File: src/rtl/hb_gate_pkg.sv
package hb_gate_pkg;
  typedef enum logic [1:0] {
    SIDE_NONE = 2'd0,
    SIDE_LOW  = 2'd1,
    SIDE_HIGH = 2'd2
  } side_e;
endpackage

File: src/rtl/hb_side_decode.sv
module hb_side_decode
  import hb_gate_pkg::*;
(
  input  logic  en,
  input  logic  cfg,
  input  logic  kill,
  output side_e want
);
  always_comb begin
    if (kill || !en) want = SIDE_NONE;
    else if (cfg)    want = SIDE_HIGH;
    else             want = SIDE_LOW;
  end
endmodule

File: src/rtl/hb_dead_timer.sv
module hb_dead_timer
  import hb_gate_pkg::*;
#(
  parameter int DEAD_CYCLES = 150
) (
  input  logic  clk,
  input  logic  rst_n,
  input  side_e want,
  output logic  hs_q,
  output logic  ls_q
);
  localparam int CW = (DEAD_CYCLES < 2) ? 1 : $clog2(DEAD_CYCLES + 1);
  localparam logic [CW-1:0] LOAD = CW'(DEAD_CYCLES - 1);

  logic [CW-1:0] cnt_q, cnt_d;
  side_e         last_q, last_d, cur;
  logic          hs_d, ls_d;

  always_comb begin
    if (hs_q)      cur = SIDE_HIGH;
    else if (ls_q) cur = SIDE_LOW;
    else           cur = SIDE_NONE;
  end

  always_comb begin
    hs_d   = hs_q;
    ls_d   = ls_q;
    last_d = last_q;
    cnt_d  = (cnt_q != '0) ? cnt_q - 1'b1 : cnt_q;
    if (cur != SIDE_NONE && want != cur) begin
      // break first; the timer starts at the turn-off edge
      hs_d   = 1'b0;
      ls_d   = 1'b0;
      last_d = cur;
      cnt_d  = LOAD;
    end else if (cur == SIDE_NONE && want != SIDE_NONE &&
                 (cnt_q == '0 || want == last_q)) begin
      hs_d = (want == SIDE_HIGH);
      ls_d = (want == SIDE_LOW);
    end
  end

  always_ff @(posedge clk or negedge rst_n) begin
    if (!rst_n) begin
      hs_q   <= 1'b0;
      ls_q   <= 1'b0;
      cnt_q  <= '0;
      last_q <= SIDE_NONE;
    end else begin
      hs_q   <= hs_d;
      ls_q   <= ls_d;
      cnt_q  <= cnt_d;
      last_q <= last_d;
    end
  end
endmodule

File: src/rtl/hb_gate_ctrl.sv
module hb_gate_ctrl
  import hb_gate_pkg::*;
#(
  parameter int NUM         = 6,
  parameter int DEAD_CYCLES = 150
) (
  input  logic           clk,
  input  logic           rst_n,
  input  logic [NUM-1:0] bridge_en,
  input  logic [NUM-1:0] bridge_cfg,
  input  logic [NUM-1:0] fault_off,
  input  logic           supply_lock,
  output logic [NUM-1:0] hs_on,
  output logic [NUM-1:0] ls_on,
  output logic [NUM-1:0] en_echo,
  output logic [NUM-1:0] cfg_echo
);
  assign en_echo  = bridge_en  & ~fault_off;
  assign cfg_echo = bridge_cfg & ~fault_off;

  for (genvar g = 0; g < NUM; g++) begin : g_br
    side_e want;
    hb_side_decode u_dec (
      .en   (bridge_en[g]),
      .cfg  (bridge_cfg[g]),
      .kill (fault_off[g] | supply_lock),
      .want (want)
    );
    hb_dead_timer #(.DEAD_CYCLES(DEAD_CYCLES)) u_dt (
      .clk  (clk),
      .rst_n(rst_n),
      .want (want),
      .hs_q (hs_on[g]),
      .ls_q (ls_on[g])
    );
  end
endmodule

File: config.mk
export PLATFORM = sky130hd
export DESIGN_NAME = hb_gate_ctrl
export DESIGN_NICKNAME = d
export VERILOG_FILES = /design/src/rtl/hb_gate_pkg.sv /design/src/rtl/hb_side_decode.sv /design/src/rtl/hb_dead_timer.sv /design/src/rtl/hb_gate_ctrl.sv
export SDC_FILE = /design/constraint.sdc
export NUM_CORES = 1
export LEC_CHECK = 0
export BUFFER_PORTS_ARGS = -buffer_cell sky130_fd_sc_hd__buf_4
export CORE_ASPECT_RATIO = 0.6
export CORE_UTILIZATION = 25
export CTS_CLUSTER_SIZE = 24
export DETAILED_ROUTE_END_ITERATION = 8
export SETUP_SLACK_MARGIN = 0.3
export SLEW_MARGIN = 10
export SYNTH_ARGS = -nofsm -noshare
export SYNTH_HDL_FRONTEND = slang
export SYNTH_SLANG_ARGS = --single-unit
export TNS_END_PERCENT = 1
File: constraint.sdc
create_clock -name clk -period 1.88 [get_ports clk]
set_input_delay 0.188 -clock clk [delete_from_list [all_inputs] [get_ports clk]]
set_output_delay 0.188 -clock clk [all_outputs]
set_load 0.02 [all_outputs]
---- Yosys cells after proc, flatten, opt, wreduce, memory -nomap -nowiden ----
Cells that the tools add are included.
storage, ports and cells
  input bits .............................. 21
  word-level logic and storage cells ...... 201
  output and inout bits ................... 24
  bits in registers ....................... 72
operators by class
  add/sub/neg operators ................... 6
  bitwise logic cells ..................... 9
  multiplexer cells ....................... 60
  equality and inequality tests ........... 24
  reductions and logical operators ........ 78
operators by type and width
  operator             number
  $mux 8               12
  $logic_not 8->1      6
  $reduce_bool 2->1    24
  $reduce_bool 8->1    6
  $sub 8x1->8 const B  6
  $mux 2               18
  $mux 1               30
  $logic_and 1x1->1    18
  $and 6x6->6          2
  $eq 2x1->1 const B   6
  $eq 2x2->1           6
  $eq 2x2->1 const B   6
  $logic_not 2->1      6
  $logic_or 1x1->1     12
  $ne 2x2->1           6
  $logic_not 1->1      6
  $not 6->6            1
  $or 1x1->1           6

---- Logic depth before layout (Yosys ltp) ----
Gate-level depths: netlist of run 1.
  depth in word-level cells ............... 8
  depth in mapped cells ................... 7
  gate-level depth less buffers ........... 6

---- Cells and area by module ----
Synthesis of run 1 repeated with hierarchy kept, for this count alone.
second synthesis, totals
  cells, all modules ...................... 474
  area, all modules ....................... 4489.3 sq um
by module, submodules not included
  module          instances  cells each  area each (sq um)  seq. area each (sq um)
  hb_dead_timer   6          74          706.9              300.3
  hb_side_decode  6          2           21.3               0.0
  hb_gate_ctrl    1          18          120.1              0.0

---- Worst setup path before layout of run 1 ----
OpenSTA, ideal clock, no wires.
  path type ............................... flip-flop to flip-flop
  start point ............................. reg g_br[5].u_dt.cnt_q[4]
  end point ............................... reg g_br[5].u_dt.ls_q
  period minus slack after synthesis ...... 1.902 ns
  stages on the path, launching flop included .. 6
  buffers on the path ..................... 1
  slack ................................... -0.022 ns
  required time ........................... 1.814 ns
  data arrival time ....................... 1.836 ns
  setup time .............................. 0.066 ns
  cell sequence ........................... dfrtp_1 -> or4_4 -> or3_1 -> buf_2 -> a2111oi_2 -> a31o_1
between the ends
  cells in the longest elaborated chain, start to end .. 4
RTL lines
  what                         RTL line             RTL
  start: declaration           hb_dead_timer.sv:15  logic [CW-1:0] cnt_q, cnt_d;
  start signal: assignment     hb_dead_timer.sv:52  cnt_q <= cnt_d;
  $logic_not 8->1              hb_dead_timer.sv:37  (cnt_q == '0 || want == last_q)) begin
  $logic_or 1x1->1             hb_dead_timer.sv:37
  $logic_and 1x1->1            hb_dead_timer.sv:36  end else if (cur == SIDE_NONE && want != SIDE_NONE &&
  $reduce_bool 2->1 (no line)  -
  end signal: assignment       hb_dead_timer.sv:51  ls_q <= ls_d;
  end: declaration             hb_dead_timer.sv:10  output logic ls_q
No other way between the ends.
A chain may end at the register's enable or synchronous reset.

---- Worst setup path after layout of run 1 ----
  start point ............................. reg g_br[5].u_dt.cnt_q[5]
  end point ............................... reg g_br[5].u_dt.ls_q
Same word-level chain as after synthesis.

==> results of run 1 <==
## metrics by stage
| stage | std cells | setup TNS (ns) |
|---|---|---|
| after floorplan | 442 | -0.04295 |
| after global placement | 683 | 0 |
| after detailed placement | 683 | -0.03258 |
| after CTS | 700 | 0 |
| after global routing | 701 | -0.04857 |
| final | 701 | 0 |
## logic make-up after synthesis
group,share of synthesized area [%]
and+or+nand+nor,21.86
AOI/OAI and AO/OA,18.95
DFF,44.09
buffers and inverters,6.001
xor gates and xnor gates,3.215
adders and majority gates,3.674
muxes,2.205
## cell usage after synthesis, types with 2 or more instances
cell and instances:
sky130_fd_sc_hd__o22ai_1 4, sky130_fd_sc_hd__mux2i_1 9, sky130_fd_sc_hd__a31o_1 2, sky130_fd_sc_hd__a31oi_1 15, sky130_fd_sc_hd__a21oi_1 27, sky130_fd_sc_hd__nand2_1 34, sky130_fd_sc_hd__nor4b_2 4, sky130_fd_sc_hd__inv_1 30
sky130_fd_sc_hd__xor2_1 5, sky130_fd_sc_hd__buf_4 12, sky130_fd_sc_hd__o21ai_0 6, sky130_fd_sc_hd__xnor2_1 10, sky130_fd_sc_hd__o21ai_1 10, sky130_fd_sc_hd__o31ai_1 5, sky130_fd_sc_hd__nor3_1 14, sky130_fd_sc_hd__ha_1 12
sky130_fd_sc_hd__clkbuf_1 10, sky130_fd_sc_hd__a2111oi_2 2, sky130_fd_sc_hd__o21a_1 6, sky130_fd_sc_hd__nor3b_1 3, sky130_fd_sc_hd__nand2b_1 7, sky130_fd_sc_hd__dfrtp_1 72, sky130_fd_sc_hd__nor2b_1 18, sky130_fd_sc_hd__a31o_2 4
sky130_fd_sc_hd__or3b_1 6, sky130_fd_sc_hd__o211a_1 4, sky130_fd_sc_hd__o22a_1 4, sky130_fd_sc_hd__nand3_1 20, sky130_fd_sc_hd__a211oi_1 7, sky130_fd_sc_hd__or3_1 5, sky130_fd_sc_hd__o211ai_1 2, sky130_fd_sc_hd__nor4_1 3
sky130_fd_sc_hd__nor4bb_1 3, sky130_fd_sc_hd__a211o_1 12, sky130_fd_sc_hd__nor2_1 44, sky130_fd_sc_hd__nand3b_1 4
## per-layer routing
layer | vias to the layer above | wire length, um
met5 | - | 0
met4 | 0 | 106
met3 | 11 | 356
met2 | 49 | 3986
met1 | 1650 | 4383
li1 | 1677 | -
## what timing repair did
item / 4_1_cts / 5_1_grt
hold endpoints to repair: 34 / 0
resized for setup: 4 / 57
pin swaps: 0 / 26
setup buffers: 0 / 1
setup endpoints to repair: 28 / 47
hold buffers: 1 / 0
## report_power, final
group / internal [mW] / leakage, nW / switching (mW)
Combinational: 1.47 / 1.30 / 1.40
Clock: 1.03 / 0.131 / 0.669
Sequential: 2.19 / 0.877 / 0.762
Total: 4.69 / 2.31 / 2.83
## worst max-delay path: cells and delay by family, from the launching register on
kind	cells	cell delay (ns)
AND/OR/NAND/NOR	2	0.98
AO/OA/AOI/OAI	2	0.44
flip-flops	1	0.38
## sequential cells by signal, indices dropped and copies added, names as in the netlist
signal	cells
g_br.u_dt.hs_q	6
g_br.u_dt.last_q	12
g_br.u_dt.cnt_q	48
g_br.u_dt.ls_q	6
## worst max path at each step
stage | from | end | slack [ns]
3_5_place_dp | g_br[5].u_dt.cnt_q[5]$_DFFE_PN0P_ | g_br[5].u_dt.cnt_q[1]$_DFFE_PN0P_ | -0.03
6_report | g_br[5].u_dt.cnt_q[5]$_DFFE_PN0P_ | g_br[5].u_dt.ls_q$_DFFE_PN0P_ | 0.03
5_1_grt | g_br[5].u_dt.cnt_q[5]$_DFFE_PN0P_ | g_br[5].u_dt.ls_q$_DFFE_PN0P_ | -0.03
2_1_floorplan | g_br[5].u_dt.cnt_q[5]$_DFFE_PN0P_ | g_br[5].u_dt.ls_q$_DFFE_PN0P_ | -0.02
3_3_place_gp | g_br[5].u_dt.cnt_q[5]$_DFFE_PN0P_ | g_br[5].u_dt.cnt_q[0]$_DFFE_PN0P_ | 0.02
4_1_cts | g_br[5].u_dt.cnt_q[5]$_DFFE_PN0P_ | g_br[5].u_dt.ls_q$_DFFE_PN0P_ | 0.05
## layout make-up
class,count,area (um2)
multi-input combinational,317,2310
timing repair buffer,63,479.2
clock inverter,6,68.82
sequential,72,1804
fill,1542,10380
tap,203,254.0
clock buffer,10,229.0
inverter,30,112.6
==> Flow_metrics.wiki, run 1 <==
{| class="wikitable"
! Metric !! Value
|-
| Result of the run || finished, final reports clean
|-
| Cell area after synthesis || 4086 um2
|-
| Arrival time reported for the critical path endpoint || 2.13 ns
|-
| Post-route fraction of the period consumed by the critical path || 98.48%
|-
| Utilization of the core after routing || 33.63%
|-
| Post-detailed-route via-to-cell ratio || 4.832
|-
| First drt pass iteration count || 5
|-
| Crit-path slowest cell || sky130_fd_sc_hd__or4_4
|-
| Final critical-path setup slack || 0.02867 ns
|-
| Max Root-Sink Buffers || 2
|-
| Reg2reg end || g_br[5].u_dt.ls_q$_DFFE_PN0P_
|-
| Depth of the worst hold-timing path || 2
|-
| Worst vdd rail ir drop || 0.5484 mV
|-
| Gate count of the mapped netlist || 442
|-
| Sum of overflow across all layers after global routing || 0
|-
| Fraction of registers with async set or reset after synthesis || 100.0%
|-
| GRT Util Overall || 11.11%
|-
| Required time at the worst-slack endpoint || 2.15 ns
|-
| Final total power || 7.517 mW
|-
| Routability cong. || 0.8407
|-
| Dominant cell type by area after synthesis || sky130_fd_sc_hd__dfrtp_1
|-
| Start of the worst register-to-register path || g_br[5].u_dt.cnt_q[5]$_DFFE_PN0P_
|-
| Worst-path cell chain || or4_4, or3_4, a2111oi_4, a31o_1
|-
| CTS H-tree depth || 3
|-
| Number of antenna violations at the first check in global routing || 0
|-
| FMAX || 540.2 MHz
|-
| Hold Fails Final Rpt || 0
|-
| Diode count || 0
|-
| Post-synth top area share || 44.09%
|-
| Total number of vias || 3387
|-
| Met1 capacity usage during global routing || 14.89%
|-
| Pin count of the biggest net entering global routing || 39
|-
| Starting density of the core || 26.14%
|-
| Global routing's busiest layer || met2
|-
| Depth of the worst register-to-register path || 4
|-
| Syn_area_per_cell || 9.245 um2
|-
| Register area share after synthesis || 44.09%
|-
| Leading register cell type out of synthesis || sky130_fd_sc_hd__dfrtp_1
|-
| Number of different library cells in the post-synthesis netlist || 43
|-
| Area contributors post-synth || sky130_fd_sc_hd__dfrtp_1 44%, sky130_fd_sc_hd__nor2_1 4.0%, sky130_fd_sc_hd__ha_1 3.7%, sky130_fd_sc_hd__a21oi_1 3.3%, sky130_fd_sc_hd__nand2_1 3.1%
|-
| Core region area || 15630 um2
|-
| Fin Hold WS || 0.1087 ns
|-
| Kind of start point of the critical path || flop
|-
| Max-cap violations || 0
|-
| Number of remaining DRC errors || 0
|-
| Layout overhead on the synthesized area || 28.66%
|-
| Post-Route Skew || 0.007267 ns
|-
| Drt total wl || 8833 um
|-
| Max-slew headroom || 46.88%
|-
| Wire length of the first global-routing pass || 15070 um
|-
| Vias in the first global route || 3174
|-
| Placed wire-length estimate after detailed placement || 6324 um
|-
| Final design area excluding fillers || 5258 um2
|-
| # nets final || 526
|-
| Number of port buffers || 44
|-
| Placed cell area || 4666 um2
|-
| Detail-routed net length per standard cell || 12.60 um
|-
| Number of warnings issued by yosys || 0
|-
| GR met3 Demand/Resource || 3.219%
|-
| Pwr dens || 1430 nW/um2
|-
| GR Layer Usage met2 || 17.19%
|-
| Sort of element at the end of the critical path || flop
|-
| TritonCTS buffer count || 9
|-
| Final period demand of the worst path || 1.851 ns
|-
| Leading cell type in the layout, fill and taps excluded || sky130_fd_sc_hd__dfrtp_1
|-
| Post-route antenna net violation count || 0
|-
| Synthesized netlist net count || 475
|-
| Kind of critical path || reg2reg
|-
| Clock net sink count || 72
|-
| CP peak stage delay || 0.54 ns
|-
| Clock latency of the later-clocked register in the worst-skew pair || 0.33 ns
|-
| Top fanout value on the critical path || 3
|-
| Final setup violation count || 0
|-
| Clock edge transition at the registers on the reported setup and hold paths || 0.06 ns
|-
| Number of placed I/O pins || 45
|-
| DIE HEIGHT || 101.0 um
|-
| Die Area || 16880 um2
|-
| Class of the tightest hold or removal check || in2reg
|-
| Worst hold start || bridge_cfg[0]
|-
| Min-Delay Endpoint || g_br[0].u_dt.last_q[1]$_DFFE_PN0P_
|-
| CTS root buffer || sky130_fd_sc_hd__clkbuf_16
|-
| Pin slew with the least headroom to its limit || 0.7884 ns
|-
| Setup slack of the worst register-to-register path || 0.03 ns
|-
| Chip width || 167.1 um
|-
| Violation count after the first detailed-routing iteration || 117
|-
| RSZ-0062 raised after global routing || true
|-
| Minimum setup slack after placement || -0.03258 ns
|-
| P_leak || 2.306 nW
|-
| Leading cell types in the layout, fill and taps excluded || 70 x sky130_fd_sc_hd__dfrtp_1, 61 x sky130_fd_sc_hd__buf_4, 40 x sky130_fd_sc_hd__nor2_1, 29 x sky130_fd_sc_hd__nand2_1, 26 x sky130_fd_sc_hd__a21oi_1
|-
| CTS tree || done
|-
| Number of pins with negative max-slew slack in the final report || 0
|-
| Number of enable-type register cells in the synthesized netlist || 0
|-
| Fraction of final layout cells sized beyond drive strength 1 || 26.31%
|-
| Site row count || 35
|-
| Flops & latches, synth || 72
|}
(Power assumes the default switching activity.)
==> inputs of run 2 (changes only) <==
- PLACE_DENSITY_LB_ADDON: not set -> 0.05
==> run 2 against run 1 <==
  * Register-to-register slack improved by 0.07 ns
  * Die area did not move
  * Sequential power fell by 5%
  * First-iteration DRC count rose by 42%
  * Worst setup slack improved by 0.065 ns
==> Flow_metrics.wiki, run 2 (same netlist as run 1, synthesis figures left out) <==
{| class="wikitable"
! Metric !! Value
|-
| Die Area || 16880 um2
|-
| GRT Util Overall || 12.31%
|-
| Kind of critical path || reg2reg
|-
| Most flop-heavy register || g_br.u_dt.cnt_q
|-
| Fin Hold WS || 0.1239 ns
|-
| Sort of element at the end of the critical path || flop
|-
| FMAX || 559.9 MHz
|-
| TritonCTS buffer count || 9
|-
| Total number of vias || 3288
|-
| Worst vdd rail ir drop || 0.4214 mV
|-
| Leading cell types in the layout, fill and taps excluded || 72 x sky130_fd_sc_hd__dfrtp_1, 66 x sky130_fd_sc_hd__buf_4, 44 x sky130_fd_sc_hd__nor2_1, 33 x sky130_fd_sc_hd__nand2_1, 30 x sky130_fd_sc_hd__inv_1
|-
| Post-Layout Cell Count || 706
|-
| Pin count of the biggest net entering global routing || 41
|-
| Part of the power in the clock network || 25.1%
|-
| CTS tree || done
|-
| DIE HEIGHT || 101.0 um
|-
| Max Root-Sink Buffers || 2
|-
| First drt pass iteration count || 4
|-
| Chip width || 167.1 um
|-
| Detail-routed net length per standard cell || 13.57 um
|-
| CTS H-tree depth || 3
|-
| Internal Dissipation || 4.656 mW
|-
| Clock net sink count || 72
|-
| Class of the tightest hold or removal check || in2reg
|-
| Final period demand of the worst path || 1.786 ns
|-
| Result of the run || finished, final reports clean
|-
| # nets final || 531
|-
| RSZ-0062 raised after global routing || true
|-
| Arrival time reported for the critical path endpoint || 2.06 ns
|-
| Placed wire-length estimate after detailed placement || 6877 um
|-
| Max-cap violations || 0
|-
| Switching power of the nets || 2.560 mW
|-
| Placed cell area || 4716 um2
|-
| Vias in the first global route || 3228
|-
| Routability cong. || 0.7329
|-
| Site row count || 35
|-
| Portion of total power attributed to sequential cells || 38.7%
|-
| Final design area excluding fillers || 5094 um2
|-
| Top fanout value on the critical path || 4
|-
| Number of port buffers || 44
|-
| P_leak || 2.313 nW
|-
| Drt total wl || 9578 um
|-
| Number of buffers and inverters on the critical path || 0
|-
| Sum of overflow across all layers after global routing || 0
|-
| Required time at the worst-slack endpoint || 2.15 ns
|-
| Dominant delay contributor by cell family on the critical path || simple AND/OR/NAND/NOR gates
|-
| Max-slew headroom || 52.28%
|-
| Post-detailed-route via-to-cell ratio || 4.657
|-
| Final setup violation count || 0
|-
| Number of remaining DRC errors || 0
|-
| Number of placed I/O pins || 45
|-
| Wire length of the first global-routing pass || 16460 um
|-
| Worst-path cell chain || or4_4, or3_4, a2111oi_4, a31o_1
|-
| Final total power || 7.216 mW
|-
| Kind of start point of the critical path || flop
|-
| Leading cell type in the layout, fill and taps excluded || sky130_fd_sc_hd__dfrtp_1
|-
| CP peak stage delay || 0.54 ns
|-
| CTS root buffer || sky130_fd_sc_hd__clkbuf_16
|-
| Clock latency of the later-clocked register in the worst-skew pair || 0.33 ns
|-
| Post-route antenna net violation count || 0
|-
| Clock edge transition at the registers on the reported setup and hold paths || 0.06 ns
|-
| Post-Route Skew || 0.005257 ns
|-
| Hold Fails Final Rpt || 0
|-
| Number of pins with negative max-slew slack in the final report || 0
|-
| Pwr dens || 1417 nW/um2
|-
| Core region area || 15630 um2
|-
| Setup TNS || 0 ns
|-
| Fraction of final layout cells sized beyond drive strength 1 || 18.89%
|-
| Violation count after the first detailed-routing iteration || 166
|-
| Registers with the most flip-flops || g_br.u_dt.cnt_q x48, g_br.u_dt.last_q x12
|-
| Flip-flop count of the largest register, all copies and words added || 48
|-
| Pin slew with the least headroom to its limit || 0.7083 ns
|-
| Crit-path slowest cell || sky130_fd_sc_hd__or4_4
|-
| Part of the power in combinational logic || 36.2%
|-
| Layout overhead on the synthesized area || 24.65%
|-
| Number of antenna violations at the first check in global routing || 0
|-
| Starting density of the core || 26.14%
|-
| Switching portion of total power || 35.48%
|-
| Diode count || 0
|-
| Placed insts || 688
|-
| Post-route fraction of the period consumed by the critical path || 95.00%
|}
## run 2: cell types whose count changed in the layout (fill, tap and decap cells not counted), moves of 5 or more
| cell | before | now |
|---|---|---|
| sky130_fd_sc_hd__nor3_1 | 9 | 14 |
| sky130_fd_sc_hd__ha_4 | 5 | 0 |
| sky130_fd_sc_hd__buf_4 | 61 | 66 |
| sky130_fd_sc_hd__nor3_2 | 5 | 0 |
| sky130_fd_sc_hd__ha_1 | 7 | 12 |
| sky130_fd_sc_hd__inv_2 | 9 | 0 |
| sky130_fd_sc_hd__inv_1 | 21 | 30 |
## run 2: per-stage QoR
stage                     worst slack [ns]  utilization [%]
after floorplan                   -0.02151                -
after global placement             0.01753            30.16
after detailed placement          -0.01051            30.16
after CTS                          0.08500            32.57
after global routing              0.008245            32.58
final                              0.09406            32.58
## run 2: area by class of cell
cell class	count	area, um2
fill	1610	10540
multi-input combinational	317	2081
sequential	72	1802
timing repair buffer	68	525.5
clock buffer	14	284.0
tap	203	254.0
inverter	30	112.6
clock inverter	2	35.03
## run 2: path summary, 6_finish.rpt
| kind | slack [ns] | from | cells past startpoint | endpoint |
|---|---|---|---|---|
| max in group asynchronous | 0.89 | rst_n | 3 | g_br[1].u_dt.cnt_q[7]$_DFFE_PN0P_ |
| max | 0.09 | g_br[5].u_dt.cnt_q[5]$_DFFE_PN0P_ | 4 | g_br[5].u_dt.ls_q$_DFFE_PN0P_ |
| min in group asynchronous | 0.39 | rst_n | 2 | g_br[4].u_dt.last_q[1]$_DFFE_PN0P_ |
| min | 0.12 | bridge_cfg[3] | 2 | g_br[3].u_dt.last_q[1]$_DFFE_PN0P_ |
| max reg2reg | 0.09 | g_br[5].u_dt.cnt_q[5]$_DFFE_PN0P_ | 4 | g_br[5].u_dt.ls_q$_DFFE_PN0P_ |
| min reg2reg | 0.54 | g_br[2].u_dt.cnt_q[7]$_DFFE_PN0P_ | 1 | g_br[2].u_dt.cnt_q[7]$_DFFE_PN0P_ |
## run 2: worst register-to-register path, delay by kind of cell (launching register included)
| family | cells | cell delay [ns] |
|---|---|---|
| AOI/OAI and AO/OA | 2 | 0.42 |
| and+or+nand+nor | 2 | 0.93 |
| DFF | 1 | 0.38 |
## run 2: power groups by stage
stage,Sequential (mW),Clock [mW],Combinational (mW)
2_1_floorplan,2.70,0,1.88
3_3_place_gp,2.80,0,2.60
3_5_place_dp,2.80,0,2.60
4_1_cts,2.78,1.89,2.64
5_1_grt,2.90,1.95,3.01
6_report,2.79,1.81,2.61
## run 2: timing repair
item,in CTS,in global routing
hold buffers,1,0
buffers inserted,1,0
endpoints found under the hold margin,39,0
gates cloned,0,0
endpoints found under the setup margin,22,46
gates resized for setup,4,1
pin swaps,1,0
## run 2: metal layers
layer	GRT usage [%]	vias to the layer above	wire, um	part of all wire, %
li1	-	1674	-	-
met5	0	-	0	0
met2	16.64	43	3722	39
met4	3.419	0	87	0.91
met3	3.298	8	319	3.3
met1	18.70	1563	5449	57
==> inputs of run 3 (changes only) <==
--- a/config.mk
+++ b/config.mk
@@ -6,4 +6,5 @@
 export NUM_CORES = 1
 export LEC_CHECK = 0
+export ABC_AREA = 1
 export BUFFER_PORTS_ARGS = -buffer_cell sky130_fd_sc_hd__buf_4
 export CORE_ASPECT_RATIO = 0.6
@@ -13,5 +14,5 @@
 export PLACE_DENSITY_LB_ADDON = 0.05
 export SETUP_SLACK_MARGIN = 0.3
-export SLEW_MARGIN = 10
+export SLEW_MARGIN = 30
 export SYNTH_ARGS = -nofsm -noshare
 export SYNTH_HDL_FRONTEND = slang
==> constraint.sdc (replaced) <==
create_clock -name clk -period 1.88 [get_ports clk]
set_input_delay 0.188 -clock clk [delete_from_list [all_inputs] [get_ports clk]]
set_output_delay 0.188 -clock clk [all_outputs]
set_load 0.01 [all_outputs]
==> run 3 against run 2 <==
  * Register-to-register slack improved by 0.33 ns
  * Die area rose by 8.4%
  * Sequential power fell by 9.0%
  * Core utilization fell by 1.6 points
  * Global-route usage rose by 0.44 points
  * Worst hold slack improved by 0.014 ns
  * Largest cell class unchanged
==> Flow_metrics.wiki, run 3 <==
{| class="wikitable"
! Metric !! Value
|-
| Layout overhead on the synthesized area || 20.39%
|-
| Result of the run || finished, final reports clean
|-
| Number of enable-type register cells in the synthesized netlist || 0
|-
| Post-Layout Cell Count || 860
|-
| Kind of critical path || reg2reg
|-
| P_leak || 2.733 nW
|-
| Minimum setup slack after placement || 0.2983 ns
|-
| Max-cap violations || 0
|-
| Final period demand of the worst path || 1.459 ns
|-
| Met2 routed WL || 3918 um
|-
| Start of the worst register-to-register path || g_br[2].u_dt.cnt_q[0]$_DFFE_PN0P_
|-
| Leading cell types in the layout, fill and taps excluded || 120 x sky130_fd_sc_hd__nand2_1, 99 x sky130_fd_sc_hd__inv_1, 72 x sky130_fd_sc_hd__dfrtp_1, 52 x sky130_fd_sc_hd__nor2_1, 47 x sky130_fd_sc_hd__buf_4
|-
| Final design area excluding fillers || 5341 um2
|-
| Clock net sink count || 72
|-
| Total routed wire length on the met1 layer || 6062 um
|-
| CTS tree || done
|-
| Setup TNS || 0 ns
|-
| Clock edge transition at the registers on the reported setup and hold paths || 0.06 ns
|-
| Placed cell area || 4999 um2
|-
| Placed insts || 842
|-
| Class of the tightest hold or removal check || in2reg
|-
| Post-Route Skew || 0.004492 ns
|-
| Clock latency of the later-clocked register in the worst-skew pair || 0.34 ns
|-
| Met3 WL post-DR || 420 um
|-
| Top fanout value on the critical path || 6
|-
| Chip width || 174.0 um
|-
| Synthesized netlist net count || 608
|-
| TritonCTS buffer count || 9
|-
| CP peak stage delay || 0.37 ns
|-
| Area contributors post-synth || sky130_fd_sc_hd__dfrtp_1 41%, sky130_fd_sc_hd__nand2_1 10%, sky130_fd_sc_hd__inv_1 8.4%, sky130_fd_sc_hd__nand3_1 5.0%, sky130_fd_sc_hd__nor2_1 4.5%
|-
| FMAX || 685.2 MHz
|-
| Post-detailed-route via-to-cell ratio || 4.298
|-
| Number of antenna violations at the first check in global routing || 0
|-
| Pin count of the biggest net entering global routing || 41
|-
| Detail-routed net length per standard cell || 12.23 um
|-
| Syn_area_per_cell || 7.716 um2
|-
| Drt total wl || 10520 um
|-
| Wire length of the first global-routing pass || 18360 um
|-
| First drt pass iteration count || 4
|-
| Vias in the first global route || 3665
|-
| Fraction of registers with async set or reset after synthesis || 100.0%
|-
| Post-route antenna net violation count || 0
|-
| Gate count of the mapped netlist || 575
|-
| Pwr dens || 1250 nW/um2
|-
| Leading cell type in the layout, fill and taps excluded || sky130_fd_sc_hd__nand2_1
|-
| Final critical-path setup slack || 0.4206 ns
|-
| Depth of the worst register-to-register path || 9
|-
| Kind of start point of the critical path || flop
|-
| Max Root-Sink Buffers || 2
|-
| Site row count || 37
|-
| Crit-path slowest cell || sky130_fd_sc_hd__dfrtp_1
|-
| Most common cell in the netlist || sky130_fd_sc_hd__nand2_1
|-
| Flip-flop count of the largest register, all copies and words added || 48
|-
| Setup slack of the worst register-to-register path || 0.42 ns
|-
| Worst hold start || bridge_cfg[0]
|-
| Required time at the worst-slack endpoint || 2.11 ns
|-
| Number of warnings issued by yosys || 0
|-
| Core region area || 17270 um2
|-
| Leading post-synthesis cells by instance count || 120 x sky130_fd_sc_hd__nand2_1, 99 x sky130_fd_sc_hd__inv_1, 72 x sky130_fd_sc_hd__dfrtp_1, 53 x sky130_fd_sc_hd__nor2_1, 44 x sky130_fd_sc_hd__nand3_1
|-
| Number of pins with negative max-slew slack in the final report || 0
|-
| Most flop-heavy register || g_br.u_dt.cnt_q
|-
| Post-route fraction of the period consumed by the critical path || 77.63%
|-
| Sort of element at the end of the critical path || flop
|-
| Leading register cell type out of synthesis || sky130_fd_sc_hd__dfrtp_1
|-
| Number of remaining DRC errors || 0
|-
| Depth of the worst hold-timing path || 3
|-
| Worst vdd rail ir drop || 0.3835 mV
|-
| CTS H-tree depth || 3
|-
| GRT Util Overall || 12.75%
|-
| Pin slew with the least headroom to its limit || 0.6213 ns
|-
| Number of placed I/O pins || 45
|-
| Reg2reg end || g_br[2].u_dt.cnt_q[5]$_DFFE_PN0P_
|-
| # nets final || 656
|-
| Number of port buffers || 44
|-
| Post-synth top area share || 40.61%
|-
| Flops & latches, synth || 72
|-
| Number of different library cells in the post-synthesis netlist || 36
|-
| Violation count after the first detailed-routing iteration || 252
|-
| Top Layer Used || met4
|-
| Sum of overflow across all layers after global routing || 0
|-
| Fin Hold WS || 0.1384 ns
|-
| RSZ-0062 raised after global routing || true
|-
| Min-Delay Endpoint || g_br[0].u_dt.hs_q$_DFFE_PN0P_
|-
| Hold Fails Final Rpt || 0
|-
| CTS root buffer || sky130_fd_sc_hd__clkbuf_16
|-
| Dominant cell type by area after synthesis || sky130_fd_sc_hd__dfrtp_1
|-
| Utilization of the core after routing || 30.93%
|-
| Placed wire-length estimate after detailed placement || 7933 um
|-
| Die Area || 18300 um2
|-
| Max-slew headroom || 58.58%
|-
| Register area share after synthesis || 40.61%
|-
| Routability cong. || 0.7628
|-
| Diode count || 0
|-
| Total number of vias || 3696
|-
| Starting density of the core || 25.69%
|-
| Arrival time reported for the critical path endpoint || 1.69 ns
|-
| DIE HEIGHT || 105.2 um
|-
| Worst-path cell chain || inv_1, ha_1, nand3_1, nor2_4, inv_1, nand2_1, nor2_1, o21ai_2, nor2_1
|-
| Final total power || 6.677 mW
|-
| Final setup violation count || 0
|-
| Fraction of final layout cells sized beyond drive strength 1 || 19.81%
|-
| Registers with the most flip-flops || g_br.u_dt.cnt_q x48, g_br.u_dt.last_q x12
|-
| Cell area after synthesis || 4437 um2
|}
## run 3: cell count changes in the layout (fill, tap and decap cells not counted), moves of 9 or more
cell / previous run / this run
sky130_fd_sc_hd__inv_1: 30 / 99
sky130_fd_sc_hd__nand4_1: 0 / 25
sky130_fd_sc_hd__a31oi_1: 15 / 0
sky130_fd_sc_hd__o21ai_2: 0 / 10
sky130_fd_sc_hd__nand2_1: 33 / 120
sky130_fd_sc_hd__nor2b_1: 18 / 0
sky130_fd_sc_hd__nand3_1: 20 / 43
sky130_fd_sc_hd__nand3_2: 0 / 11
sky130_fd_sc_hd__a211o_1: 12 / 1
sky130_fd_sc_hd__mux2i_1: 9 / 0
sky130_fd_sc_hd__buf_4: 66 / 47
sky130_fd_sc_hd__xnor2_1: 10 / 1
## run 3: area by class of cell
type,instances,area [um2]
timing repair buffer,50,402.9
clock buffer,14,274.0
multi-input combinational,382,2161
fill,1823,11930
sequential,72,1802
inverter,108,409.1
tap,234,292.8
## run 3: worst max-delay path by stage
stage          slack (ns)                         startpoint  cells past startpoint                                 to
6_report             0.42  g_br[2].u_dt.cnt_q[0]$_DFFE_PN0P_                      9  g_br[2].u_dt.cnt_q[5]$_DFFE_PN0P_
4_1_cts              0.34  g_br[5].u_dt.cnt_q[0]$_DFFE_PN0P_                      9      g_br[5].u_dt.ls_q$_DFFE_PN0P_
3_3_place_gp         0.31  g_br[0].u_dt.cnt_q[0]$_DFFE_PN0P_                      8      g_br[0].u_dt.hs_q$_DFFE_PN0P_
2_1_floorplan        0.51  g_br[0].u_dt.cnt_q[0]$_DFFE_PN0P_                      9      g_br[0].u_dt.ls_q$_DFFE_PN0P_
3_5_place_dp         0.30  g_br[0].u_dt.cnt_q[0]$_DFFE_PN0P_                      9      g_br[0].u_dt.ls_q$_DFFE_PN0P_
5_1_grt              0.24  g_br[5].u_dt.cnt_q[1]$_DFFE_PN0P_                      8  g_br[5].u_dt.cnt_q[4]$_DFFE_PN0P_
## run 3: logic make-up (layout without fill, tap and decap cells)
logic type | Yosys count | in the layout | synth area share (%)
and+or+nand+nor | 305 | 305 | 35.00
adders and majority gates | 12 | 12 | 3.384
buffers and inverters | 121 | 172 | 11.51
xor gates and xnor gates | 6 | 6 | 1.184
AOI/OAI and AO/OA | 59 | 59 | 8.319
DFF | 72 | 72 | 40.61
## run 3: power breakdown
part	switching [mW]	internal, mW	leakage [nW]
logic	1.55	0.966	1.74
clock network	0.628	0.988	0.135
registers	0.376	2.17	0.855
total	2.55	4.12	2.73
## run 3: what timing repair did
| item | in CTS | in global routing |
|---|---|---|
| resized for setup | 1 | 6 |
| setup buffers | 0 | 3 |
| pin swaps | 0 | 3 |
| hold buffers | 1 | 0 |
| endpoints found under the hold margin | 38 | 0 |
| setup endpoints to repair | 2 | 25 |
## run 3: critical path, delay by kind of cell, from the launching register on
family | cells | cell delay [ns]
simple gates | 5 | 0.51
flops | 1 | 0.37
compound gates | 1 | 0.10
buf+inv | 2 | 0.22
fa+ha+maj | 1 | 0.16
## run 3: routing by layer
| metal | global-route usage (%) | vias to the layer above |
|---|---|---|
| met4 | 3.759 | 0 |
| met3 | 3.785 | 8 |
| met5 | 0 | - |
| met2 | 17.03 | 55 |
| met1 | 19.21 | 1689 |
| li1 | - | 1944 |
